### config.mk
export PLATFORM = sky130hd
export DESIGN_NAME = cart_page_mapper
export DESIGN_NICKNAME = d
export VERILOG_FILES = /design/src/rtl/cart_page_mapper.sv
export SDC_FILE = /design/constraint.sdc
export NUM_CORES = 1
export LEC_CHECK = 0
export BUFFER_PORTS_ARGS = -buffer_cell sky130_fd_sc_hd__clkbuf_2
export CAP_MARGIN = 10
export CORE_ASPECT_RATIO = 2
export CORE_MARGIN = 1
export CORE_UTILIZATION = 43
export DETAILED_ROUTE_END_ITERATION = 6
export PLACE_DENSITY = 0.91
export SKIP_CTS_REPAIR_TIMING = 1
export SLEW_MARGIN = 40
export SYNTH_ARGS = -nofsm -noshare
export SYNTH_HDL_FRONTEND = slang
export SYNTH_SLANG_ARGS = --single-unit
### constraint.sdc
create_clock -name clk -period 2.5 [get_ports clk]
set_input_delay 0.5 -clock clk [delete_from_list [all_inputs] [get_ports clk]]
set_output_delay 0.5 -clock clk [all_outputs]
set_load 0.01 [all_outputs]
### src/rtl/cart_page_mapper.sv
module cart_page_mapper #(
  parameter int ROM_PAGES = 16,
  localparam int PAGE_W = (ROM_PAGES > 1) ? $clog2(ROM_PAGES) : 1,
  localparam int ROM_AW = PAGE_W + 14
) (
  input  logic              clk,
  input  logic              rst_n,
  input  logic [15:0]       addr,
  input  logic              rd,
  input  logic              wr,
  input  logic [7:0]        wdata,
  input  logic [7:0]        cram_rdata,
  output logic              rom_cs,
  output logic [ROM_AW-1:0] rom_addr,
  output logic              cram_cs,
  output logic              cram_we,
  output logic [14:0]       cram_addr,
  output logic              sys_cs,
  output logic              sys_we,
  output logic [12:0]       sys_addr,
  output logic [7:0]        reg_ctrl,
  output logic [7:0]        reg_page0,
  output logic [7:0]        reg_page1,
  output logic [7:0]        reg_page2,
  output logic              cram_dirty,
  output logic              ctrl_anomaly
);

  logic [PAGE_W-1:0] page;
  logic in_rom, in_cram, in_sys;
  logic reg_hit, alias0, alias1, alias2;

  always_comb begin
    page    = '0;
    in_rom  = 1'b0;
    in_cram = 1'b0;
    in_sys  = 1'b0;
    case (addr[15:14])
      2'd0: begin
        in_rom = 1'b1;
        page   = (addr[13:10] == 4'd0) ? '0 : reg_page0[PAGE_W-1:0];
      end
      2'd1: begin
        in_rom = 1'b1;
        page   = reg_page1[PAGE_W-1:0];
      end
      2'd2: begin
        in_cram = reg_ctrl[3];
        in_rom  = !reg_ctrl[3];
        page    = reg_page2[PAGE_W-1:0];
      end
      default: in_sys = 1'b1;
    endcase
  end

  assign rom_cs    = rd & in_rom;
  assign rom_addr  = {page, addr[13:0]};
  assign cram_cs   = (rd | wr) & in_cram;
  assign cram_we   = wr & in_cram;
  assign cram_addr = {reg_ctrl[2], addr[13:0]};
  assign sys_cs    = (rd | wr) & in_sys;
  assign sys_we    = wr & in_sys;
  assign sys_addr  = addr[12:0];

  assign reg_hit = wr && (addr[15:2] == 14'h3FFF);
  assign alias0  = wr && (addr == 16'h0000);
  assign alias1  = wr && (addr == 16'h4000);
  assign alias2  = wr && !reg_ctrl[3] && (addr == 16'h8000 || addr == 16'hA000);

  always_ff @(posedge clk) begin
    if (!rst_n) begin
      reg_ctrl     <= 8'h00;
      reg_page0    <= 8'h00;
      reg_page1    <= 8'h01;
      reg_page2    <= 8'h02;
      cram_dirty   <= 1'b0;
      ctrl_anomaly <= 1'b0;
    end else begin
      if (reg_hit) begin
        case (addr[1:0])
          2'd0: begin
            reg_ctrl <= wdata;
            if ((wdata & 8'h73) != 8'h00) ctrl_anomaly <= 1'b1;
          end
          2'd1: reg_page0 <= wdata;
          2'd2: reg_page1 <= wdata;
          default: reg_page2 <= wdata;
        endcase
      end
      if (alias0) reg_page0 <= wdata;
      if (alias1) reg_page1 <= wdata;
      if (alias2) reg_page2 <= wdata;
      if (cram_we && (wdata != cram_rdata)) cram_dirty <= 1'b1;
    end
  end

endmodule


==> results of run 1 <==
==> final cells by class <==
type / instances / area, um^2
multi-input combinational: 139 / 920
fill: 412 / 1950
inverter: 5 / 18.8
timing repair buffer: 125 / 638
tap: 54 / 67.6
clock buffer: 8 / 110
sequential: 34 / 681
==> sequential cells by signal, summed over array words and instances, names as in the netlist <==
register and cells:
reg_ctrl 8, reg_page0 8, reg_page1 8, reg_page2 8, cram_dirty 1, ctrl_anomaly 1
==> power groups by stage <==
stage	Combinational, mW	Clock, mW	Sequential (mW)
floorplan	0.120	0	0.554
global placement	0.168	0	0.554
detailed placement	0.172	0	0.554
CTS	0.172	0.483	0.541
global route	0.185	0.502	0.541
finish	0.171	0.475	0.541
==> tightest hold or removal path, cell delays in order (launching register included) <==
cell	delay [ns]
dfxtp_1	0.31
nand2_1	0.05
mux2i_1	0.05
==> worst paths after layout <==
| path | startpoint | end | slack (ns) |
|---|---|---|---|
| worst max-delay path | addr[11] | rom_addr[15] | 0.30 |
| worst min-delay path | reg_page0[7] | reg_page0[7] | 0.46 |
| worst max register to register | reg_ctrl[3] | reg_page2[4] | 0.86 |
| worst min register to register | reg_page0[7] | reg_page0[7] | 0.46 |
==> cells in the final DEF, fill, tap and decap left out, drive strengths merged, types with 2 or more instances in the layout <==
| cell | n |
|---|---|
| o32ai | 2 |
| inv | 5 |
| nand4 | 7 |
| nor4 | 5 |
| a21boi | 9 |
| clkbuf | 128 |
| o21ai | 14 |
| buf | 5 |
| nor2 | 6 |
| dfxtp | 34 |
| or4 | 2 |
| nand3 | 9 |
| xnor2 | 8 |
| nor2b | 5 |
| nand2 | 37 |
| mux2i | 24 |
| a22oi | 4 |
==> through the flow <==
stage | utilization (%) | worst slack, ns | std cells | instance area, um^2
2_1_floorplan | - | 0.526 | 228 | 1980
3_3_place_gp | 53.1 | 0.273 | 357 | 2320
3_5_place_dp | 53.1 | 0.227 | 357 | 2320
4_1_cts | 55.6 | 0.281 | 365 | 2430
5_1_grt | 55.6 | 0.206 | 365 | 2430
6_report | 55.6 | 0.301 | 365 | 2430
==> cell families (layout without fill, tap and decap cells) <==
group | after synthesis | in the layout | synth area share, %
buffers and inverters | 55 | 138 | 19.2
AOI/OAI and AO/OA | 31 | 31 | 12.1
and+or+nand+nor | 76 | 76 | 18.6
xor gates and xnor gates | 8 | 8 | 3.54
muxes | 24 | 24 | 12.1
DFF | 34 | 34 | 34.4
==> per-layer routing <==
metal / vias to the layer above / track usage, % / part of all wire [%]
met3: 18 / 4.05 / 7.8
met4: 0 / 12.5 / 2.9
met2: 132 / 40.4 / 54
met1: 911 / 22.5 / 35
met5: - / 0 / 0
li1: 907 / - / -
==> reports/results.tsv, run 1 <==
stage	metric	value	unit
yosys	postSynthAreaPerCell	8.68	um^2
detailed_routing	detail-route-antenna-nets	0	
timing	hold_viol	0	
timing	fmax	0.455	GHz
yosys	netlist.top_cell.by_area	dfxtp_1	
die	die_width	50.0	um
timing	layout_min_cycle_time	2.20	ns
yosys	ys_warn_count	0	
timing	rsz0062_at_grt	false	
yosys	yosys_most_used_dff	dfxtp_1	
worst_hold_path	hold_path_class	flip-flop to flip-flop	
cts	cts_buffer_depth	2	
yosys	synthTopCellsByCount	42 x buf_4, 37 x nand2_1, 34 x dfxtp_1, 24 x mux2i_1, 14 x o21ai_0	
power_and_ir_drop	total_power	1.19	mW
setup_path	cp_data_required_time	2.00	ns
timing	hold_slack	0.462	ns
setup_path	crit_cells	6	
run	cap_violations	0	
die	die_area	4900	um^2
power_and_ir_drop	switching_share	25.4	%
outcome	status	finished clean	
detailed_routing	drt_first_pass_iters	4	
yosys	ys_types	27	
timing	skew	0.00237	ns
setup_path	crit_chain	clkbuf_2 -> nor4_1 -> nor2_1 -> a22oi_1 -> o21ai_0 -> clkbuf_2	
cts	cts.sinks	34	
finish	drive_gt1_share	44.1	%
detailed_routing	drt_wl_total	5410	um
power_and_ir_drop	power_density	488	nW/um^2
power_and_ir_drop	seq_power_share	45.6	%
setup_path	path_delay_family	simple AND/OR/NAND/NOR gates	
cts	root_buffer	clkbuf_8	
grt	grt_pass1_wl	8160	um
yosys	syn-num-nets	264	
finish	syn_to_final_growth	23.0	%
setup_path	cp_max_fo	6	
worst_hold_path	hold_depth	2	
detailed_routing	wl_per_cell	14.8	um
power_and_ir_drop	internal_power	0.887	mW
power_and_ir_drop	p_leak	1.15	nW
yosys	ys_seq_area_share	34.4	%
cts	clkLatencyLatePin	0.29	ns
placement	dpl.hpwl	4200	um
yosys	netlist_area	1980	um^2
die	start_util	45.2	%
power_and_ir_drop	clkPwrFrac	40.0	%
die	core_area	4380	um^2
setup_path	slowest_stage	nor4_1	
power_and_ir_drop	ir_drop	0.455	mV
grt	grt_max_degree	45	
timing	finalSetupViolCount	0	
setup_path	ff2ff_path_depth	5	
timing	maxSlewViolCount	0	
die	ioPinCount	121	
cts	clk_pin_slew	0.07	ns
setup_path	crit_arrival	1.70	ns
setup_path	crit_top_cell	clkbuf_2	
grt	first_global_vias	1715	
yosys	syn_inst	228	
placement	place_congestion	0.802	
placement	placement.io_buffers	120	
yosys	synthTopCellsByArea	dfxtp_1 34%, buf_4 16%, mux2i_1 12%	
setup_path	end_kind	output port	
yosys	synth-seq-cells	34	
setup_path	cpPeakStageDelay	0.45	ns
yosys	synth_edf_count	0	
setup_path	start_kind	input pin	
timing	worstMarginPinSlew	0.721	ns
die	rows	34	
finish	nNetsFinal	346	
grt	overflow	0	
power_and_ir_drop	combinationalPowerShare	14.4	%
detailed_routing	via_count	1968	
detailed_routing	viasPerCell	5.39	
timing	slew_headroom	51.9	%
yosys	yosysMostFrequentCell	buf_4	
power_and_ir_drop	p_switching	0.301	mW
setup_path	worst-setup-path-type	input pin to output port	
cts	tritoncts	built	
grt	grt.total_usage	22.1	%
cts	cts_buffers	5	
yosys	async_flop_share	0	%
die	chipHeight	98.0	um
timing	fin_crit_sh	87.9	%
detailed_routing	drt-initial-drc-count	55	
detailed_routing	drc	0	
finish	num_antenna_cells	0	
yosys	synth_top_area_share	34.4	%
cts	htreeDepth	2	
setup_path	cp_num_buf_inv	2	
timing	setup_tns	0	ns
grt	antenna_found_initial	0	
(Power assumes the default switching activity.)
==> run 2: changes to the inputs <==
--- a/config.mk
+++ b/config.mk
@@ -8,10 +8,10 @@
 export BUFFER_PORTS_ARGS = -buffer_cell sky130_fd_sc_hd__clkbuf_2
 export CAP_MARGIN = 10
 export CORE_ASPECT_RATIO = 2
-export CORE_MARGIN = 1
+export CORE_MARGIN = 3
 export CORE_UTILIZATION = 43
 export DETAILED_ROUTE_END_ITERATION = 6
-export PLACE_DENSITY = 0.91
+export PLACE_DENSITY = 0.8
 export SKIP_CTS_REPAIR_TIMING = 1
 export SLEW_MARGIN = 40
 export SYNTH_ARGS = -nofsm -noshare
==> reports/results.tsv, run 2 (same netlist as run 1, synthesis figures left out) <==
stage	metric	value	unit
outcome	status	finished clean	
finish	syn_to_final_growth	21.3	%
timing	finalSetupViolCount	0	
timing	skew	0.00549	ns
timing	hold_viol	0	
cts	cts.sinks	34	
power_and_ir_drop	internal_power	0.800	mW
detailed_routing	drc	0	
grt	first_global_vias	1685	
cts	htreeDepth	2	
power_and_ir_drop	p_switching	0.292	mW
finish	fill_cells	442	
finish	drive_gt1_share	43.2	%
setup_path	reg2reg_slack	0.86	ns
timing	worstMarginPinSlew	0.734	ns
placement	placement.io_buffers	120	
setup_path	crit_arrival	1.64	ns
setup_path	crit_chain	clkbuf_2 -> nor4_1 -> nor2_1 -> a22oi_1 -> o21ai_0 -> clkbuf_2	
detailed_routing	detail-route-antenna-nets	0	
placement	dpl.hpwl	4520	um
cts	tritoncts	built	
cts	clkLatencyLatePin	0.29	ns
placement	place_congestion	0.835	
finish	final_common_cell	clkbuf_2	
setup_path	slowest_stage	nor4_1	
power_and_ir_drop	p_leak	1.13	nW
setup_path	worst-setup-path-type	input pin to output port	
worst_hold_path	hold_path_class	flip-flop to flip-flop	
power_and_ir_drop	total_power	1.09	mW
grt	grt_pass1_wl	8030	um
grt	grt_max_degree	45	
die	ioPinCount	121	
placement	pre_cts_slack	0.243	ns
run	cap_violations	0	
detailed_routing	wl_per_cell	15.2	um
cts	clk_pin_slew	0.07	ns
timing	maxSlewViolCount	0	
grt	grt.total_usage	20.3	%
power_and_ir_drop	ir_drop	0.443	mV
die	die_width	54.0	um
timing	fin_ws	0.357	ns
die	rows	34	
worst_hold_path	hp-start	reg_page0[5]	
finish	num_antenna_cells	0	
die	core_area	4380	um^2
detailed_routing	drt-initial-drc-count	55	
die	die_area	5500	um^2
finish	final_cell_mix	120 x clkbuf_2, 37 x nand2_1, 34 x dfxtp_1	
power_and_ir_drop	clkPwrFrac	34.8	%
setup_path	ff2ff_path_depth	5	
setup_path	cp_max_fo	6	
timing	slew_headroom	51.1	%
power_and_ir_drop	power_density	455	nW/um^2
setup_path	cpPeakStageDelay	0.46	ns
timing	layout_min_cycle_time	2.14	ns
timing	fmax	0.467	GHz
detailed_routing	viasPerCell	5.25	
grt	antenna_found_initial	0	
finish	fin_cells	364	
cts	cts_buffers	5	
detailed_routing	drt_first_pass_iters	4	
worst_hold_path	whs_endpoint	reg_page0[5]	
die	chipHeight	102	um
cts	cts_buffer_depth	2	
power_and_ir_drop	seq_power_share	49.6	%
finish	nNetsFinal	346	
power_and_ir_drop	combinationalPowerShare	15.6	%
worst_hold_path	hold_depth	2	
setup_path	start_kind	input pin	
die	start_util	45.2	%
setup_path	timing.rr.end	reg_page2[7]	
timing	setup_tns	0	ns
setup_path	end_kind	output port	
detailed_routing	drt_wl_total	5540	um
power_and_ir_drop	switching_share	26.7	%
detailed_routing	via_count	1910	
setup_path	cp_data_required_time	2.00	ns
timing	rsz0062_at_grt	false	
timing	fin_crit_sh	85.7	%
cts	root_buffer	clkbuf_8	
setup_path	crit_top_cell	clkbuf_2	
placement	place_inst	357	
grt	overflow	0	
setup_path	r2r-start	reg_ctrl[3]	
==> run 2: worst max path at each step <==
stage          startpoint           end  slack [ns]  depth (start not counted)
2_1_floorplan     addr[2]  reg_page1[0]        0.53                          6
3_5_place_dp      addr[2]  reg_page1[7]        0.24                          5
4_1_cts          addr[11]  rom_addr[16]        0.35                          6
3_3_place_gp      addr[2]  reg_page1[5]        0.29                          5
6_report         addr[11]  rom_addr[16]        0.36                          6
5_1_grt          addr[11]  rom_addr[17]        0.24                          6
==> run 2: cell type report <==
type / instances / area, um^2 / share of cell area (%)
clock buffers: 7 / 76.3 / 3.18
inverters: 5 / 18.8 / 0.782
repair buffers: 125 / 638 / 26.6
flip-flops and latches: 34 / 681 / 28.3
well taps: 54 / 67.6 / 2.81
multi-input cells: 139 / 920 / 38.3
==> run 2: layer usage <==
layer  global-route usage [%]  part of all wire (%)
met3                     4.23                   8.8
met2                     38.8                    57
met5                        0                     0
met1                     19.1                    32
met4                     9.60                   2.4
==> run 2: power by group through the flow <==
stage          Combinational [mW]  Sequential, mW  Clock [mW]
6_report                    0.171           0.542       0.380
5_1_grt                     0.188           0.541       0.409
4_1_cts                     0.173           0.542       0.390
3_5_place_dp                0.173           0.554           0
3_3_place_gp                0.170           0.554           0
2_1_floorplan               0.120           0.554           0
==> run 2: per-stage QoR <==
step / area (um^2) / utilization [%] / hold WS [ns]
2_1_floorplan: 1980 / - / 0.479
3_3_place_gp: 2320 / 53.1 / 0.448
3_5_place_dp: 2320 / 53.1 / 0.445
4_1_cts: 2400 / 54.8 / 0.462
5_1_grt: 2400 / 54.8 / 0.484
6_report: 2400 / 54.8 / 0.459
==> run 2: critical path, delay by kind of cell <==
family / cells / cell delay [ns]
and+or+nand+nor: 2 / 0.63
AOI/OAI and AO/OA: 2 / 0.27
buffers and inverters: 2 / 0.25
==> run 3: changes to the inputs <==
--- a/config.mk
+++ b/config.mk
@@ -9,9 +9,9 @@
 export CAP_MARGIN = 10
 export CORE_ASPECT_RATIO = 2
 export CORE_MARGIN = 3
-export CORE_UTILIZATION = 43
+export CORE_UTILIZATION = 46
 export DETAILED_ROUTE_END_ITERATION = 6
-export PLACE_DENSITY = 0.8
+export PLACE_DENSITY = 0.85
 export SKIP_CTS_REPAIR_TIMING = 1
 export SLEW_MARGIN = 40
 export SYNTH_ARGS = -nofsm -noshare
==> constraint.sdc (replaced) <==
create_clock -name clk -period 2.65 [get_ports clk]
set_input_delay 0.53 -clock clk [delete_from_list [all_inputs] [get_ports clk]]
set_output_delay 0.53 -clock clk [all_outputs]
set_load 0.01 [all_outputs]
==> reports/results.tsv, run 3 (same netlist as run 1, synthesis figures left out) <==
stage	metric	value	unit
detailed_routing	drt_wl_total	5640	um
outcome	status	finished clean	
finish	syn_to_final_growth	20.4	%
die	die_area	5170	um^2
setup_path	cp_max_fo	6	
die	start_util	47.9	%
grt	first_global_vias	1851	
setup_path	cp_data_required_time	2.12	ns
grt	antenna_found_initial	0	
grt	grt.total_usage	21.5	%
cts	cts_buffers	5	
setup_path	ff2ff_path_depth	5	
timing	setup_tns	0	ns
detailed_routing	drt_first_pass_iters	6	
detailed_routing	wl_per_cell	15.7	um
timing	fmax	0.438	GHz
finish	drive_gt1_share	42.9	%
setup_path	crit_arrival	1.75	ns
cts	cts_buffer_depth	2	
grt	grt_pass1_wl	8470	um
finish	nNetsFinal	344	
timing	skew	0.00501	ns
power_and_ir_drop	p_leak	1.12	nW
worst_hold_path	hold_depth	2	
placement	dpl.hpwl	4530	um
die	chipHeight	98.8	um
worst_hold_path	hold_path_class	flip-flop to flip-flop	
die	die_width	52.4	um
cts	root_buffer	clkbuf_8	
die	rows	33	
cts	tritoncts	built	
finish	num_antenna_cells	0	
setup_path	start_kind	input pin	
placement	placement.io_buffers	120	
grt	grt_max_degree	45	
placement	place_congestion	0.769	
timing	fin_crit_sh	86.2	%
timing	hold_viol	0	
cts	clkLatencyLatePin	0.28	ns
cts	clk_pin_slew	0.06	ns
die	ioPinCount	121	
run	cap_violations	0	
setup_path	worst-setup-path-type	input pin to output port	
timing	maxSlewViolCount	0	
detailed_routing	viasPerCell	5.26	
die	core_area	4130	um^2
timing	slew_headroom	48.4	%
timing	finalSetupViolCount	0	
cts	htreeDepth	2	
finish	stdcell_area	2380	um^2
timing	worstMarginPinSlew	0.775	ns
placement	placed_cell_area	2310	um^2
cts	cts.sinks	34	
finish	final_common_cell	clkbuf_2	
detailed_routing	via_count	1894	
timing	rsz0062_at_grt	false	
setup_path	end_kind	output port	
timing	layout_min_cycle_time	2.28	ns
grt	overflow	0	
detailed_routing	detail-route-antenna-nets	0	
power_and_ir_drop	power_density	429	nW/um^2
power_and_ir_drop	ir_drop	0.327	mV
finish	final_cell_mix	120 x clkbuf_2, 37 x nand2_1, 34 x dfxtp_1	
detailed_routing	drc	0	
detailed_routing	drt-initial-drc-count	40	
-- run 3: path summary, 6_finish.rpt --
| check | from | endpoint | slack (ns) |
|---|---|---|---|
| setup / recovery | addr[10] | rom_addr[14] | 0.37 |
| hold / removal | reg_page2[5] | reg_page2[5] | 0.46 |
| setup reg to reg | reg_ctrl[3] | reg_page2[3] | 1.02 |
| hold reg to reg | reg_page2[5] | reg_page2[5] | 0.46 |
-- run 3: critical path, cell delays in order --
cell	delay [ns]
clkbuf_2	0.13
nor4_1	0.46
nor2_1	0.18
a22oi_1	0.20
o21ai_0	0.11
clkbuf_2	0.14
-- run 3: power by group --
| group | switching (mW) | internal, mW | total, mW |
|---|---|---|---|
| clock | 0.169 | 0.181 | 0.349 |
| sequential | 0.00000595 | 0.511 | 0.511 |
| combinational | 0.0993 | 0.0626 | 0.162 |
| total | 0.268 | 0.754 | 1.02 |
-- run 3: metrics by stage --
| step | setup WS, ns | power (mW) | utilization (%) | std cells | hold WS (ns) |
|---|---|---|---|---|---|
| 6_report | 0.367 | 1.02 | 57.7 | 360 | 0.460 |
| 5_1_grt | 0.292 | 1.05 | 57.7 | 360 | 0.472 |
| 3_3_place_gp | 0.370 | 0.683 | 55.9 | 353 | 0.447 |
| 2_1_floorplan | 0.646 | 0.635 | - | 228 | 0.479 |
| 3_5_place_dp | 0.308 | 0.685 | 55.9 | 353 | 0.446 |
| 4_1_cts | 0.378 | 1.03 | 57.7 | 360 | 0.460 |
-- run 3: cell type report --
type | count | area [um^2]
Clock buffer | 7 | 76.3
Fill cell | 384 | 1750
Inverter | 5 | 18.8
Multi-Input combinational cell | 139 | 920
Sequential cell | 34 | 681
Tap cell | 52 | 65.1
Timing Repair Buffer | 123 | 623
-- run 3: metal layers --
layer | part of all wire, % | vias to the layer above | GRT usage, %
li1 | - | 902 | -
met1 | 33 | 879 | 20.4
met4 | 2.4 | 0 | 9.65
met5 | 0 | - | 0
met3 | 7.4 | 12 | 3.48
met2 | 57 | 101 | 41.7
